===== src/rtl/serial_fifo_pkg.sv =====
package serial_fifo_pkg;

  // Strobes from control to datapath, already qualified by enable and fullness.
  typedef struct packed {
    logic flush;
    logic txPush;
    logic txPop;
    logic rxPush;
    logic rxPop;
  } fifoStrobe_t;

  localparam int MIN_FRAME_BITS = 4;

endpackage


===== src/rtl/serial_fifo_store.sv =====
module serial_fifo_store #(
  parameter int DEPTH = 64,
  parameter int WIDTH = 16,
  localparam int AW   = $clog2(DEPTH),
  localparam int CW   = AW + 1
) (
  input  logic             clk,
  input  logic             rstN,
  input  logic             flush,
  input  logic             push,
  input  logic             pop,
  input  logic [WIDTH-1:0] wrData,
  output logic [WIDTH-1:0] head,
  output logic [CW-1:0]    count
);

  localparam logic [AW-1:0] LAST_PTR = AW'(DEPTH - 1);

  logic [WIDTH-1:0] mem [DEPTH];
  logic [AW-1:0]    wrPtr;
  logic [AW-1:0]    rdPtr;

  function automatic logic [AW-1:0] nextPtr(input logic [AW-1:0] p);
    return (p == LAST_PTR) ? '0 : p + 1'b1;
  endfunction

  always_ff @(posedge clk) begin
    if (push && !flush) mem[wrPtr] <= wrData;
  end

  always_ff @(posedge clk or negedge rstN) begin
    if (!rstN) begin
      wrPtr <= '0;
      rdPtr <= '0;
      count <= '0;
    end else if (flush) begin
      wrPtr <= '0;
      rdPtr <= '0;
      count <= '0;
    end else begin
      if (push) wrPtr <= nextPtr(wrPtr);
      if (pop)  rdPtr <= nextPtr(rdPtr);
      case ({push, pop})
        2'b10:   count <= count + 1'b1;
        2'b01:   count <= count - 1'b1;
        default: count <= count;
      endcase
    end
  end

  assign head = mem[rdPtr];

  a_r2_count_bound: assert property (@(posedge clk) disable iff (!rstN)
    count <= CW'(DEPTH));

  a_r2_push_grows: assert property (@(posedge clk) disable iff (!rstN)
    (push && !pop && !flush) |=> count == CW'($past(count) + 1'b1));

  a_r9_push_pop_hold: assert property (@(posedge clk) disable iff (!rstN)
    (push && pop && !flush) |=> count == $past(count));

  a_r1_flush_empties: assert property (@(posedge clk) disable iff (!rstN)
    flush |=> count == '0);

endmodule


===== src/rtl/serial_fifo_data.sv =====
module serial_fifo_data
  import serial_fifo_pkg::*;
#(
  parameter int DEPTH = 64,
  parameter int WIDTH = 16,
  localparam int CW   = $clog2(DEPTH) + 1,
  localparam int FW   = $clog2(WIDTH)
) (
  input  logic             clk,
  input  logic             rstN,
  input  fifoStrobe_t      strb,
  input  logic [FW-1:0]    frameSize,
  input  logic [WIDTH-1:0] busWrData,
  input  logic [WIDTH-1:0] rxPushData,
  output logic [WIDTH-1:0] txPopData,
  output logic [WIDTH-1:0] busRdData,
  output logic [CW-1:0]    txCount,
  output logic [CW-1:0]    rxCount
);

  localparam logic [FW-1:0] MIN_SIZE = FW'(MIN_FRAME_BITS - 1);

  logic [FW-1:0]    effSize;
  logic [WIDTH-1:0] frameMask;
  logic [WIDTH-1:0] sideIn   [2];
  logic [WIDTH-1:0] sideHead [2];
  logic [CW-1:0]    sideCnt  [2];
  logic             sidePush [2];
  logic             sidePop  [2];

  assign effSize = (frameSize < MIN_SIZE) ? MIN_SIZE : frameSize;

  always_comb begin
    for (int b = 0; b < WIDTH; b++) begin
      frameMask[b] = (FW'(b) <= effSize);
    end
  end

  // Side 0 is transmit, side 1 is receive.
  assign sideIn[0]   = busWrData  & frameMask;
  assign sideIn[1]   = rxPushData & frameMask;
  assign sidePush[0] = strb.txPush;
  assign sidePop[0]  = strb.txPop;
  assign sidePush[1] = strb.rxPush;
  assign sidePop[1]  = strb.rxPop;

  for (genvar s = 0; s < 2; s++) begin : g_side
    serial_fifo_store #(
      .DEPTH (DEPTH),
      .WIDTH (WIDTH)
    ) store_i (
      .clk    (clk),
      .rstN   (rstN),
      .flush  (strb.flush),
      .push   (sidePush[s]),
      .pop    (sidePop[s]),
      .wrData (sideIn[s]),
      .head   (sideHead[s]),
      .count  (sideCnt[s])
    );
  end

  assign txCount   = sideCnt[0];
  assign rxCount   = sideCnt[1];
  assign txPopData = sideHead[0];
  assign busRdData = (sideCnt[1] == '0) ? '0 : sideHead[1];

endmodule


===== src/rtl/serial_fifo_ctrl.sv =====
module serial_fifo_ctrl
  import serial_fifo_pkg::*;
#(
  parameter int DEPTH = 64,
  localparam int TW   = $clog2(DEPTH),
  localparam int CW   = TW + 1
) (
  input  logic          clk,
  input  logic          rstN,
  input  logic          enable,
  input  logic          busWrEn,
  input  logic          txPopEn,
  input  logic          rxPushEn,
  input  logic          busRdEn,
  input  logic [CW-1:0] txCount,
  input  logic [CW-1:0] rxCount,
  input  logic [TW-1:0] txThresh,
  input  logic [TW-1:0] rxThresh,
  output fifoStrobe_t   strb,
  output logic          txPopValid,
  output logic          txEmptyLvl,
  output logic          rxFullLvl,
  output logic          txOverflow,
  output logic          rxOverrun,
  output logic          rxUnderflow
);

  localparam logic [CW-1:0] FULL_CNT = CW'(DEPTH);

  logic txFull, txEmpty, rxFull, rxEmpty;
  logic [CW-1:0] rxTrip;

  assign txFull  = (txCount == FULL_CNT);
  assign txEmpty = (txCount == '0);
  assign rxFull  = (rxCount == FULL_CNT);
  assign rxEmpty = (rxCount == '0);

  always_comb begin
    strb        = '0;
    strb.flush  = !enable;
    strb.txPush = enable && busWrEn  && !txFull;
    strb.txPop  = enable && txPopEn  && !txEmpty;
    strb.rxPush = enable && rxPushEn && !rxFull;
    strb.rxPop  = enable && busRdEn  && !rxEmpty;
  end

  assign txPopValid = !txEmpty;
  assign rxTrip     = {1'b0, rxThresh} + 1'b1;
  assign txEmptyLvl = (txCount <= {1'b0, txThresh});
  assign rxFullLvl  = (rxCount >= rxTrip);

  always_ff @(posedge clk or negedge rstN) begin
    if (!rstN) begin
      txOverflow  <= 1'b0;
      rxOverrun   <= 1'b0;
      rxUnderflow <= 1'b0;
    end else begin
      txOverflow  <= enable && busWrEn  && txFull;
      rxOverrun   <= enable && rxPushEn && rxFull;
      rxUnderflow <= enable && busRdEn  && rxEmpty;
    end
  end

  a_r6_overflow_at_full: assert property (@(posedge clk) disable iff (!rstN)
    txOverflow |-> $past(txCount) == FULL_CNT);

  a_r7_overrun_at_full: assert property (@(posedge clk) disable iff (!rstN)
    rxOverrun |-> $past(rxCount) == FULL_CNT);

  a_r8_underflow_at_empty: assert property (@(posedge clk) disable iff (!rstN)
    rxUnderflow |-> $past(rxCount) == '0);

  a_r1_quiet_when_off: assert property (@(posedge clk) disable iff (!rstN)
    !enable |=> !txOverflow && !rxOverrun && !rxUnderflow);

endmodule


===== src/rtl/serial_fifo_pair.sv =====
module serial_fifo_pair
  import serial_fifo_pkg::*;
#(
  parameter int DEPTH = 64,
  parameter int WIDTH = 16,
  localparam int TW   = $clog2(DEPTH),
  localparam int CW   = TW + 1,
  localparam int FW   = $clog2(WIDTH)
) (
  input  logic             clk,
  input  logic             rstN,
  input  logic             enable,
  input  logic [FW-1:0]    frameSize,
  input  logic [TW-1:0]    txThresh,
  input  logic [TW-1:0]    rxThresh,
  input  logic             busWrEn,
  input  logic [WIDTH-1:0] busWrData,
  input  logic             txPopEn,
  output logic [WIDTH-1:0] txPopData,
  output logic             txPopValid,
  input  logic             rxPushEn,
  input  logic [WIDTH-1:0] rxPushData,
  input  logic             busRdEn,
  output logic [WIDTH-1:0] busRdData,
  output logic [CW-1:0]    txCount,
  output logic [CW-1:0]    rxCount,
  output logic             txEmptyLvl,
  output logic             rxFullLvl,
  output logic             txOverflow,
  output logic             rxOverrun,
  output logic             rxUnderflow
);

  fifoStrobe_t strb;

  serial_fifo_ctrl #(.DEPTH(DEPTH)) ctrl_i (
    .clk         (clk),
    .rstN        (rstN),
    .enable      (enable),
    .busWrEn     (busWrEn),
    .txPopEn     (txPopEn),
    .rxPushEn    (rxPushEn),
    .busRdEn     (busRdEn),
    .txCount     (txCount),
    .rxCount     (rxCount),
    .txThresh    (txThresh),
    .rxThresh    (rxThresh),
    .strb        (strb),
    .txPopValid  (txPopValid),
    .txEmptyLvl  (txEmptyLvl),
    .rxFullLvl   (rxFullLvl),
    .txOverflow  (txOverflow),
    .rxOverrun   (rxOverrun),
    .rxUnderflow (rxUnderflow)
  );

  serial_fifo_data #(.DEPTH(DEPTH), .WIDTH(WIDTH)) data_i (
    .clk        (clk),
    .rstN       (rstN),
    .strb       (strb),
    .frameSize  (frameSize),
    .busWrData  (busWrData),
    .rxPushData (rxPushData),
    .txPopData  (txPopData),
    .busRdData  (busRdData),
    .txCount    (txCount),
    .rxCount    (rxCount)
  );

endmodule


===== config.mk =====
export PLATFORM = sky130hd
export DESIGN_NAME = serial_fifo_pair
export DESIGN_NICKNAME = d
export VERILOG_FILES = /design/src/rtl/serial_fifo_pkg.sv /design/src/rtl/serial_fifo_store.sv /design/src/rtl/serial_fifo_data.sv /design/src/rtl/serial_fifo_ctrl.sv /design/src/rtl/serial_fifo_pair.sv
export SDC_FILE = /design/constraint.sdc
export NUM_CORES = 2
export LEC_CHECK = 0
export ABC_AREA = 1
export BUFFER_PORTS_ARGS = -buffer_cell sky130_fd_sc_hd__buf_2
export CAP_MARGIN = 25
export CELL_PAD_IN_SITES_DETAIL_PLACEMENT = 1
export CELL_PAD_IN_SITES_GLOBAL_PLACEMENT = 2
export CORE_AREA = 10 10 491 493
export CTS_CLUSTER_DIAMETER = 200
export DETAILED_ROUTE_END_ITERATION = 7
export DIE_AREA = 0 0 501 503
export PLACE_DENSITY_LB_ADDON = 0.1
export SLEW_MARGIN = 10
export SYNTH_ARGS = -nofsm -noshare
export SYNTH_HDL_FRONTEND = slang
export SYNTH_HIERARCHICAL = 1
export SYNTH_SLANG_ARGS = --single-unit
export TNS_END_PERCENT = 50

===== constraint.sdc =====
create_clock -name clk -period 3.32 [get_ports clk]
set_input_delay 0.166 -clock clk [delete_from_list [all_inputs] [get_ports clk]]
set_output_delay 0.166 -clock clk [all_outputs]
set_load 0.01 [all_outputs]

==> results.md <==
- Status: complete, but fails checks
- Failing checks: negative setup slack
- FILL cells: about 24000
- Period utilisation layout: 103%
- Ratio of cells with drive above 1 in the final layout: around 16%
- EDFF count, synth: around 2000
- Worst hold path type: primary input to flop
- Slew HR: 26.4%
- Ys Warns: 6
- Post-Syn Instances: between 8000 and 9000
- 1st-iter DRT viols: ~6100
- FF-to-FF path depth: 10
- Crit path launch type: flop
- Total number of vias: 63900
- Dpl ws: 214 ps
- Total negative setup slack: -473 ps
- Post-synthesis sequential area ratio: a little over two thirds
- Reg-to-reg endpoint: data_i/g_side[0].store_i/mem[47][13]
- DRT Pass-1 Iters: 5
- RSZ-0062 raised after global routing: true
- Crit path DAT: 3240 ps
- Htree depth: 4
- Register Area: 62600 sq um
- Mean Syn Cell Area: 10.7 sq um
- Detail Placement HPWL: 173000 microns
- Clock root cell: clkbuf_16
- Ys flop type: edfxtp_1
- Number of global-route vias before repair: roughly 65000
- Endpoints failing setup: 12
- Biggest area consumer among synthesized cells: edfxtp_1
- R2R Setup Slk: 590 ps
- Gp weighted congestion: 0.797
- Setup ws final: -90.7 ps
- Grt total ovfl: 0
- Inserted Clock Buffers: 231
- I/O pins: 107
- FMAX: between 200 and 300 MHz
- Number of routed nets with antenna violations: 0
- Kind of end point of the critical path: output port
- Crit. Startpoint: data_i/g_side[1].store_i/rdPtr[0]
- DRC viols: 0
- Post-layout util: 46.5%
- Leakage power: about 43 nW
- Port Buffers: 106
- Hold Violations, Final: 0
- Largest net degree at the start of global routing: 71
- Pwr/cell area: 700 nW/um^2
- WP data required: 3150 ps
- Max Root-Sink Buffers: 3
- Max_cap viols: 0
- Core Area: 231000 sq um
- Die height: 503 microns
- Nets: 8821
- Peak supply drop: between 0.0005 and 0.0006 V
- Synthesis-to-layout area growth: 20.3%
- First-pass GRT wire length: 446000 microns
- Site Rows: 177
- Worst hold margin: approximately 100 ps
- Clock transition at path regs: 70 ps
- Area of the mapped netlist: 89600 sq um
- Cell variety after synth: 42
- CP endpoint: busRdData[7]
- Clk_lat worst skew: approximately 890 ps
- Final Max Tran Viols: 0
- WL per Instance: 26.2 microns
- Post-Route WL: 314000 microns
- Initial core utilization: around two fifths
- Register bit total from synthesis: 2089
- Syn_nets: 8412
- Dominant cells by area after synthesis: edfxtp_1 (69%), nand2_1 (13%), nand3_1 (9.0%)
- Crit Path Max Fanout: 7
- Tmin final: between 3000 and 4000 ps
- Post-synthesis async set-or-reset flop share: 1.96%
- Top-count cell post-synth: nand2_1
- Initial antenna violation count: 17
- Die area: 252000 sq um
- Critical path class: flop to output port
- Most frequent cells after synthesis: nand2_1 (3022), edfxtp_1 (2048), nand3_1 (1612)
- Horiz. Die Dim: 501 microns
- Routed vias/inst: 5.32
- Share of the synthesized area in the top cell type: between 60% and 70%
- R2r startpoint: data_i/g_side[0].store_i/count[4]
- Area occupied by multi-input gates: ~23000 sq um
- CTS tree: yes
- Gr usage total: between 20% and 30%
- Clock skew: roughly 40 ps
- Worst-margin pin slew: 1100 ps
- Clock sink total: between 2000 and 2500
==> flip-flops by register name (all words and copies together) (netlist names) <==
name                         count
data_i/g_side.store_i/wrPtr     12
data_i/g_side.store_i/rdPtr     12
ctrl_i/txOverflow                1
ctrl_i/rxOverrun                 1
data_i/g_side.store_i/count     14
ctrl_i/rxUnderflow               1
data_i/g_side.store_i/mem     2048
==> worst min path at each step <==
stage	from	to	slack, ps	cells past startpoint
final	busWrData[9]	data_i/g_side[0].store_i/mem[59][9]	100	4
after detailed placement	rstN	data_i/g_side[0].store_i/count[4]	230	1
after CTS	frameSize[2]	data_i/g_side[0].store_i/mem[57][15]	4	3
after global placement	rstN	data_i/g_side[0].store_i/count[4]	230	1
after global routing	busWrData[9]	data_i/g_side[0].store_i/mem[57][9]	90	4
after floorplan	rstN	ctrl_i/rxOverrun	-130	0
==> power by group <==
part	switching [W]	total [W]	internal, W
registers	0.0000840	0.0291	0.0290
logic	0.0140	0.0212	0.00724
clock network	0.0110	0.0251	0.0142
==> kinds of logic after synthesis <==
logic type	Yosys count	synth area share (%)
AOI/OAI and AO/OA	66	0.434
xor gates and xnor gates	6	0.0587
adders and majority gates	22	0.307
buffers and inverters	1261	6.43
DFF	2089	69.8
and+or+nand+nor	4891	23.0
==> metrics by stage <==
step | area, sq um | instances | total power (W)
after floorplan | 89600 | 8335 | 0.0402
after global placement | 95100 | 11400 | 0.0451
after detailed placement | 95100 | 11400 | 0.0453
after CTS | 105000 | 11900 | 0.0732
after global routing | 108000 | 12000 | 0.0788
final | 108000 | 12000 | 0.0754
==> placed cells by master (no fill, tap or decap), types with 12 or more instances in the layout <==
cell	instances
nand2_1	2856
edfxtp_1	2048
nand3_1	1436
inv_1	757
buf_4	285
clkbuf_16	263
nand3_2	146
nand2_2	139
nor2_1	128
buf_2	103
clkinv_1	70
buf_12	56
buf_16	55
clkinv_2	53
nor2_2	52
clkbuf_1	42
dlygate4sd3_1	40
buf_6	35
dfrtp_1	33
nand3_4	31
nand2_4	30
inv_2	24
ha_1	22
nor2_4	22
a21oi_1	21
nand4_1	16
o21ai_0	16
bufinv_16	15
buf_8	14
clkinv_16	13
nor4_2	12
==> repair_timing <==
action                                 CTS  global route
gates cloned                            34            42
buffers inserted                        30            19
endpoints found under the hold margin  860            47
resized for setup                      247           385
pin swaps                               16           121
setup endpoints to repair               32            32
hold buffers                            38             2
==> worst max-delay path, cell delays in order, from the launching register on <==
cell and delay [ps]:
dfrtp_4 490, buf_8 170, buf_16 180, buf_16 260, clkinv_16 140, nand2_1 90, nand3_1 80, nand3_2 110
nand2_2 80, nand2_2 100, nand3_2 140, nand3_1 130, nand2_1 80, inv_2 70, nor2_1 40, buf_2 170
==> per-layer routing <==
metal	GRT usage (%)	share of wire, %	routed length (microns)	up-vias
li1	-	-	-	28800
met1	34.7	46	146000	33100
met2	38.0	46	144000	1638
met3	3.53	5.7	17900	348
met4	5.54	2.2	6790	0
met5	0	0	0	-
==> area by class of cell <==
| class | instances | share of cell area (%) |
|---|---|---|
| Clock inverter | 151 | 1.21 |
| Inverter | 799 | 2.89 |
| Antenna cell | 11 | 0.0256 |
| Timing Repair Buffer | 622 | 6.65 |
| Tap cell | 3043 | 3.53 |
| Clock buffer | 280 | 5.63 |
| Timing Repair inverter | 16 | 0.301 |
| Sequential cell | 2089 | 58.1 |
| Multi-Input combinational cell | 4985 | 21.7 |
Power figures use the tool's default switching activity.
